===== src/rtl/tlink_pkg.sv =====
package tlink_pkg;

    typedef enum logic [1:0] {
        TK_IDLE,
        TK_ASK,
        TK_HOLD,
        TK_GRANT
    } tk_state_e;

    typedef enum logic [1:0] {
        TX_IDLE,
        TX_STROBE,
        TX_RELEASE
    } tx_state_e;

    typedef enum logic {
        RX_WAIT,
        RX_HOLD
    } rx_state_e;

endpackage


===== src/rtl/tlink_fifo.sv =====
module tlink_fifo #(
    parameter int W     = 32,
    parameter int DEPTH = 8,
    localparam int PTR_W = (DEPTH > 1) ? $clog2(DEPTH) : 1,
    localparam int CNT_W = $clog2(DEPTH + 1)
) (
    input  logic             clk,
    input  logic             rst_n,
    input  logic             clr,
    input  logic             push,
    input  logic             pop,
    input  logic [W-1:0]     din,
    output logic [W-1:0]     dout,
    output logic [CNT_W-1:0] count,
    output logic             full,
    output logic             empty
);

    localparam logic [PTR_W-1:0] LAST_PTR = PTR_W'(DEPTH - 1);
    localparam logic [CNT_W-1:0] CAP      = CNT_W'(DEPTH);

    logic [W-1:0]     mem [DEPTH];
    logic [PTR_W-1:0] wr_ptr;
    logic [PTR_W-1:0] rd_ptr;
    logic             do_push;
    logic             do_pop;

    assign full    = (count == CAP);
    assign empty   = (count == '0);
    assign do_push = push && !full;
    assign do_pop  = pop && !empty;
    assign dout    = mem[rd_ptr];

    function automatic logic [PTR_W-1:0] bump(input logic [PTR_W-1:0] p);
        return (p == LAST_PTR) ? '0 : p + 1'b1;
    endfunction

    always_ff @(posedge clk) begin
        if (do_push) begin
            mem[wr_ptr] <= din;
        end
    end

    always_ff @(posedge clk) begin
        if (!rst_n || clr) begin
            wr_ptr <= '0;
            rd_ptr <= '0;
            count  <= '0;
        end else begin
            if (do_push) begin
                wr_ptr <= bump(wr_ptr);
            end
            if (do_pop) begin
                rd_ptr <= bump(rd_ptr);
            end
            unique case ({do_push, do_pop})
                2'b10:   count <= count + 1'b1;
                2'b01:   count <= count - 1'b1;
                default: count <= count;
            endcase
        end
    end

endmodule


===== src/rtl/tlink_token.sv =====
module tlink_token
    import tlink_pkg::*;
#(
    parameter bit START_OWNER = 1'b0
) (
    input  logic clk,
    input  logic rst_n,
    input  logic peer_req,
    input  logic peer_ack,
    input  logic have_data,
    input  logic tx_idle,
    output logic own,
    output logic req_o,
    output logic ack_o
);

    tk_state_e st_q;
    tk_state_e st_d;

    always_ff @(posedge clk) begin
        if (!rst_n) begin
            st_q <= START_OWNER ? TK_HOLD : TK_IDLE;
        end else begin
            st_q <= st_d;
        end
    end

    always_comb begin
        st_d = st_q;
        unique case (st_q)
            TK_IDLE:  if (have_data)            st_d = TK_ASK;
            TK_ASK:   if (peer_ack)             st_d = TK_HOLD;
            TK_HOLD:  if (peer_req && tx_idle)  st_d = TK_GRANT;
            TK_GRANT: if (!peer_req)            st_d = TK_IDLE;
            default:                            st_d = TK_IDLE;
        endcase
    end

    always_comb begin
        own   = 1'b0;
        req_o = 1'b0;
        ack_o = 1'b0;
        unique case (st_q)
            TK_IDLE:  ;
            TK_ASK:   req_o = 1'b1;
            TK_HOLD:  own   = 1'b1;
            TK_GRANT: ack_o = 1'b1;
            default:  ;
        endcase
    end

endmodule


===== src/rtl/tlink_tx.sv =====
module tlink_tx
    import tlink_pkg::*;
#(
    parameter int WORD_W = 32,
    parameter int BYTE_W = 8,
    localparam int NBYTES = WORD_W / BYTE_W,
    localparam int IDX_W  = (NBYTES > 1) ? $clog2(NBYTES) : 1
) (
    input  logic              clk,
    input  logic              rst_n,
    input  logic              own,
    input  logic              peer_req,
    input  logic              fifo_empty,
    input  logic [WORD_W-1:0] fifo_head,
    input  logic              rdy_i,
    output logic              pop,
    output logic              stb_o,
    output logic [BYTE_W-1:0] d_o,
    output logic              idle
);

    localparam logic [IDX_W-1:0] LAST_IDX = IDX_W'(NBYTES - 1);

    tx_state_e         st_q;
    tx_state_e         st_d;
    logic [WORD_W-1:0] shreg;
    logic [IDX_W-1:0]  idx;
    logic              start;

    assign start = (st_q == TX_IDLE) && own && !fifo_empty && !peer_req;

    always_ff @(posedge clk) begin
        if (!rst_n) begin
            st_q <= TX_IDLE;
        end else begin
            st_q <= st_d;
        end
    end

    always_comb begin
        st_d = st_q;
        unique case (st_q)
            TX_IDLE:    if (start) st_d = TX_STROBE;
            TX_STROBE:  if (rdy_i) st_d = TX_RELEASE;
            TX_RELEASE: if (!rdy_i) st_d = (idx == LAST_IDX) ? TX_IDLE : TX_STROBE;
            default:    st_d = TX_IDLE;
        endcase
    end

    always_ff @(posedge clk) begin
        if (!rst_n) begin
            shreg <= '0;
            idx   <= '0;
        end else if (start) begin
            shreg <= fifo_head;
            idx   <= '0;
        end else if (st_q == TX_RELEASE && !rdy_i && idx != LAST_IDX) begin
            shreg <= {BYTE_W'(0), shreg[WORD_W-1:BYTE_W]};
            idx   <= idx + 1'b1;
        end
    end

    always_comb begin
        pop   = start;
        d_o   = shreg[BYTE_W-1:0];
        stb_o = 1'b0;
        idle  = 1'b0;
        unique case (st_q)
            TX_IDLE:    idle  = 1'b1;
            TX_STROBE:  stb_o = 1'b1;
            TX_RELEASE: ;
            default:    ;
        endcase
    end

endmodule


===== src/rtl/tlink_rx.sv =====
module tlink_rx
    import tlink_pkg::*;
#(
    parameter int WORD_W = 32,
    parameter int BYTE_W = 8,
    localparam int NBYTES = WORD_W / BYTE_W,
    localparam int IDX_W  = (NBYTES > 1) ? $clog2(NBYTES) : 1,
    localparam int ACC_W  = WORD_W - BYTE_W
) (
    input  logic              clk,
    input  logic              rst_n,
    input  logic              flush,
    input  logic              stb_i,
    input  logic [BYTE_W-1:0] d_i,
    input  logic              fifo_full,
    output logic              push,
    output logic [WORD_W-1:0] word,
    output logic              rdy_o
);

    localparam logic [IDX_W-1:0] LAST_IDX = IDX_W'(NBYTES - 1);

    rx_state_e        st_q;
    rx_state_e        st_d;
    logic [ACC_W-1:0] acc;
    logic [IDX_W-1:0] cnt;
    logic             take;

    assign take = (st_q == RX_WAIT) && stb_i && !fifo_full;

    always_ff @(posedge clk) begin
        if (!rst_n) begin
            st_q <= RX_WAIT;
        end else begin
            st_q <= st_d;
        end
    end

    always_comb begin
        st_d = st_q;
        unique case (st_q)
            RX_WAIT: if (take)   st_d = RX_HOLD;
            RX_HOLD: if (!stb_i) st_d = RX_WAIT;
            default:             st_d = RX_WAIT;
        endcase
    end

    always_ff @(posedge clk) begin
        if (!rst_n) begin
            acc <= '0;
            cnt <= '0;
        end else if (flush) begin
            cnt <= '0;
        end else if (take) begin
            acc <= {d_i, acc[ACC_W-1:BYTE_W]};
            cnt <= (cnt == LAST_IDX) ? '0 : cnt + 1'b1;
        end
    end

    always_comb begin
        push  = take && (cnt == LAST_IDX) && !flush;
        word  = {d_i, acc};
        rdy_o = 1'b0;
        unique case (st_q)
            RX_WAIT: ;
            RX_HOLD: rdy_o = 1'b1;
            default: ;
        endcase
    end

endmodule


===== src/rtl/tlink_port.sv =====
module tlink_port
    import tlink_pkg::*;
#(
    parameter int WORD_W        = 32,
    parameter int BYTE_W        = 8,
    parameter int DEPTH         = 8,
    parameter bit HOLD_AT_RESET = 1'b0,
    localparam int LVL_W = $clog2(DEPTH + 1)
) (
    input  logic              clk,
    input  logic              rst_n,
    input  logic              wr_en,
    input  logic [WORD_W-1:0] wr_data,
    input  logic              rd_en,
    output logic [WORD_W-1:0] rd_data,
    output logic [LVL_W-1:0]  out_level,
    output logic              out_full,
    output logic              out_empty,
    output logic [LVL_W-1:0]  in_level,
    output logic              in_full,
    output logic              in_empty,
    input  logic              flush_wr,
    input  logic [BYTE_W-1:0] lnk_d_i,
    output logic [BYTE_W-1:0] lnk_d_o,
    output logic              lnk_d_oe,
    input  logic              lnk_stb_i,
    output logic              lnk_stb_o,
    input  logic              lnk_rdy_i,
    output logic              lnk_rdy_o,
    input  logic              lnk_req_i,
    output logic              lnk_req_o,
    input  logic              lnk_ack_i,
    output logic              lnk_ack_o
);

    logic              flush_prev;
    logic              flush_hit;
    logic              own;
    logic              tx_idle;
    logic              out_pop;
    logic [WORD_W-1:0] out_head;
    logic              in_push;
    logic [WORD_W-1:0] in_word;

    // flush register decode: two back-to-back writes are required
    always_ff @(posedge clk) begin
        if (!rst_n) begin
            flush_prev <= 1'b0;
        end else begin
            flush_prev <= flush_wr;
        end
    end

    assign flush_hit = flush_wr && flush_prev;

    tlink_fifo #(.W(WORD_W), .DEPTH(DEPTH)) out_q_i (
        .clk   (clk),
        .rst_n (rst_n),
        .clr   (flush_hit),
        .push  (wr_en),
        .pop   (out_pop),
        .din   (wr_data),
        .dout  (out_head),
        .count (out_level),
        .full  (out_full),
        .empty (out_empty)
    );

    tlink_fifo #(.W(WORD_W), .DEPTH(DEPTH)) in_q_i (
        .clk   (clk),
        .rst_n (rst_n),
        .clr   (flush_hit),
        .push  (in_push),
        .pop   (rd_en),
        .din   (in_word),
        .dout  (rd_data),
        .count (in_level),
        .full  (in_full),
        .empty (in_empty)
    );

    tlink_token #(.START_OWNER(HOLD_AT_RESET)) token_i (
        .clk       (clk),
        .rst_n     (rst_n),
        .peer_req  (lnk_req_i),
        .peer_ack  (lnk_ack_i),
        .have_data (!out_empty),
        .tx_idle   (tx_idle),
        .own       (own),
        .req_o     (lnk_req_o),
        .ack_o     (lnk_ack_o)
    );

    tlink_tx #(.WORD_W(WORD_W), .BYTE_W(BYTE_W)) tx_i (
        .clk        (clk),
        .rst_n      (rst_n),
        .own        (own),
        .peer_req   (lnk_req_i),
        .fifo_empty (out_empty),
        .fifo_head  (out_head),
        .rdy_i      (lnk_rdy_i),
        .pop        (out_pop),
        .stb_o      (lnk_stb_o),
        .d_o        (lnk_d_o),
        .idle       (tx_idle)
    );

    tlink_rx #(.WORD_W(WORD_W), .BYTE_W(BYTE_W)) rx_i (
        .clk       (clk),
        .rst_n     (rst_n),
        .flush     (flush_hit),
        .stb_i     (lnk_stb_i),
        .d_i       (lnk_d_i),
        .fifo_full (in_full),
        .push      (in_push),
        .word      (in_word),
        .rdy_o     (lnk_rdy_o)
    );

    assign lnk_d_oe = own;

endmodule


===== config.mk =====
export PLATFORM = sky130hd
export DESIGN_NAME = tlink_port
export DESIGN_NICKNAME = d
export VERILOG_FILES = /design/src/rtl/tlink_pkg.sv /design/src/rtl/tlink_fifo.sv /design/src/rtl/tlink_token.sv /design/src/rtl/tlink_tx.sv /design/src/rtl/tlink_rx.sv /design/src/rtl/tlink_port.sv
export SDC_FILE = /design/constraint.sdc
export NUM_CORES = 1
export LEC_CHECK = 0
export BUFFER_PORTS_ARGS = -buffer_cell sky130_fd_sc_hd__clkbuf_2
export CELL_PAD_IN_SITES_DETAIL_PLACEMENT = 0
export CELL_PAD_IN_SITES_GLOBAL_PLACEMENT = 1
export CORE_MARGIN = 2
export CORE_UTILIZATION = 54
export CTS_CLUSTER_DIAMETER = 30
export DETAILED_ROUTE_END_ITERATION = 8
export PLACE_DENSITY = 0.91
export SYNTH_ARGS = -nofsm -noshare
export SYNTH_HDL_FRONTEND = slang
export SYNTH_HIERARCHICAL = 1
export SYNTH_SLANG_ARGS = --single-unit

===== constraint.sdc =====
create_clock -name clk -period 7.65 [get_ports clk]
set_input_delay 2.295 -clock clk [delete_from_list [all_inputs] [get_ports clk]]
set_output_delay 2.295 -clock clk [all_outputs]
set_load 0.01 [all_outputs]

==> results.yml <==
status:
  status: "completed"
setup_path:
  setup.worst_path.end_class: "output port"
  rr_worst_depth: 14
  worst-path-max-fanout: 34
  required_ns: 5.36
  cp-start-kind: "register"
  critPathKind: "register to output port"
  worstPathArrival_ns: 3.10
  timing.reg2reg.setup_slack_ns: 3.84
clock_network:
  clock_latency_ns: 0.64
  clk_pin_slew_worst_paths_ns: 0.05
  clock_path_buffers: 3
  ctsResizeCount: 0
  postCtsHoldBufs: 0
  cts_root_buffer: "clkbuf_16"
  clock_sinks: 604
  htreeDepth: 3
  cts_tree: "done"
  cts_buffers: 106
  post_cts_buffers: 0
grt:
  grt_pass1_wl_microns: 76300
  met3_usage_pct: 5.04
  grt_pass1_vias: 12900
  met2_usage_pct: 38.5
  grt_overflow: 0
  gr-max-usage-layer: "met2"
  grtUsageTotal_pct: 22.1
  grt_max_degree: 82
  grtUsageMet1_pct: 26.9
  antenna_found_initial: 2
logic_synthesis:
  synth_area_leaders: "edfxtp_1 (64%), mux4_2 (12%), dfxtp_1 (7.7%), mux2_2 (3.1%), nand2_1 (1.5%)"
  synth-simple-area-share_pct: 4.04
  synth_warnings: 6
  netlist_instances: 1239
  netlist.area_leader.share_pct: 64.3
  syn_area_per_cell_sq_um: 19.3
  ys_types: 52
  synthAdderAreaFrac_pct: 1.05
  synth-compound-area-share_pct: 3.53
  ys.flop_type: "edfxtp_1"
  ys_seq_area_share_pct: 72.0
  synth-xor-area-share_pct: 0.293
  synthTopCellsByCount: "edfxtp_1 (512), mux4_2 (128), nand2_1 (96), dfxtp_1 (92), mux2_2 (65)"
  async_flop_share_pct: 0
  ys_seq_elements: 604
  synth_most_common_cell: "edfxtp_1"
  synth_mux_area_share_pct: 16.4
  synth_top_family_by_area: "multiplexers"
  syn-cell-area_sq_um: 23900
  yosysTopAreaCell: "edfxtp_1"
  syn_nets: 1308
  synth-edff-count: 512
sta:
  tightest_slew_ns: 1.11
  slew-limit-headroom_pct: 25.6
  finClkSkew_ns: 0.0217
  fin_hold_ws_ns: 0.470
  layout_min_cycle_time_ns: 5.39
  finalHoldViolCount: 0
  fin_crit_sh_pct: 70.5
  rsz0062_at_grt: "no"
  setup_tns_ns: 0
  setup_viol: 0
  fmax_ghz: 0.185
  finalMaxSlewViolations: 0
floorplanning:
  num_rows: 77
  io-pin-count: 106
  die_area_sq_um: 46000
  die_w_microns: 214
  initial_utilization_pct: 54.4
  core_sq_um: 43900
  die_h_microns: 214
placement:
  io_buffers: 105
  placed_cell_area_sq_um: 24900
  gp_congestion: 0.756
  hpwl_microns: 26000
cells_and_area:
  diodes: 0
  nNetsFinal: 1458
  fill_cells: 2862
  drive_above_1_share_pct: 38.3
  fin_area_sq_um: 28500
  syn2layout_area_growth_pct: 19.3
routing:
  viasPerCell: 5.83
  firstDrtPassIters: 7
  num_vias: 12100
  post_drt_wl_per_cell_microns: 23.9
  ant_nets: 0
  drc: 0
  first_iter_violations: 1093
  routed_wl_microns: 49700
hold_path:
  hold_path.class: "register to register"
  hold_path_depth: 2
power_and_ir_drop:
  ir_worst_vdd_v: 0.000236
  power.density_nw_per_um2: 300
  p_leak_nw: 9.42
job:
  cap_violations: 0
## cells by family after synthesis
| group | after synthesis |
|---|---|
| AOI/OAI and AO/OA | 96 |
| xor gates and xnor gates | 8 |
| adders and majority gates | 20 |
| buffers and inverters | 96 |
| DFF | 604 |
| muxes | 224 |
| and+or+nand+nor | 191 |
## through the flow
stage / worst slack (ns) / util, % / total power, mW / instances
2_1_floorplan: 0.526 / - / 3.89 / 1239
3_3_place_gp: 2.38 / 56.6 / 3.96 / 1873
3_5_place_dp: 2.32 / 56.6 / 3.98 / 1873
4_1_cts: 2.11 / 64.9 / 8.62 / 2074
5_1_grt: 2.00 / 64.9 / 8.81 / 2074
6_report: 2.26 / 64.9 / 8.55 / 2074
## state kept, by name (all words and copies together) (netlist names), named ones only
register and count:
token_i/st_q 2, rx_i/acc 24, in_q_i/count 4, tx_i/st_q 2
tx_i/shreg 32, in_q_i/mem 256, out_q_i/wr_ptr 3, out_q_i/count 4
rx_i/st_q 1, in_q_i/wr_ptr 3, tx_i/idx 2, flush_prev 1
out_q_i/rd_ptr 3, in_q_i/rd_ptr 3, out_q_i/mem 256, rx_i/cnt 2
## area by class of cell
cell class                      count  area, sq um  area share [%]
Clock inverter                     78          822            2.88
Clock buffer                      123         2800            9.82
Inverter                            9         33.8           0.119
Multi-Input combinational cell    539         6170            21.6
Timing Repair Buffer              129          708            2.48
Tap cell                          592          741            2.60
Sequential cell                   604        17200            60.4
## cells in the final DEF (no fill, tap or decap), types with 5 or more instances in the layout
cell	n
o21ai_0	6
nor2_1	15
a21oi_1	15
xor2_1	7
nor2_4	6
inv_1	9
a21boi_1	6
mux2_2	65
edfxtp_1	512
mux4_2	128
nand2b_1	6
dfxtp_1	88
nand2_1	96
and2_1	5
clkbuf_1	11
and3_1	5
clkbuf_16	108
a31oi_1	24
mux2i_1	31
clkinvlp_4	19
clkinv_4	6
clkbuf_2	104
bufinv_16	12
buf_4	25
nand3_1	8
ha_1	20
inv_6	10
clkinv_2	20
o31ai_2	24
o211ai_2	6
clkinv_1	8
nor3_2	8
nand3b_1	7
## worst max-delay path, stage by stage, from the launching register on
cell	delay (ns)
dfxtp_4	0.77
buf_4	0.64
mux4_2	0.60
mux2_2	0.30
clkbuf_2	0.13
## where the power goes
part / switching [mW] / internal [mW] / leakage (nW)
clock: 1.60 / 3.04 / 1.73
sequential: 0.0359 / 3.62 / 5.38
combinational: 0.172 / 0.0981 / 2.31
## path summary, 6_finish.rpt
kind	start	to
max	register	rd_data[19]
min	tx_i/shreg[28]$_SDFFE_PN0P_	tx_i/shreg[28]$_SDFFE_PN0P_
min reg2reg	tx_i/shreg[28]$_SDFFE_PN0P_	tx_i/shreg[28]$_SDFFE_PN0P_
max reg2reg	out_q_i/count[1]$_SDFFE_PP0P_	out_q_i/count[2]$_SDFFE_PP0P_
## routing by layer
layer | part of all wire (%) | wire (microns)
met4 | 2.8 | 1410
met5 | 0.052 | 26
met2 | 53 | 26300
met3 | 6.3 | 3120
met1 | 38 | 18800
Power figures use the tool's default switching activity.
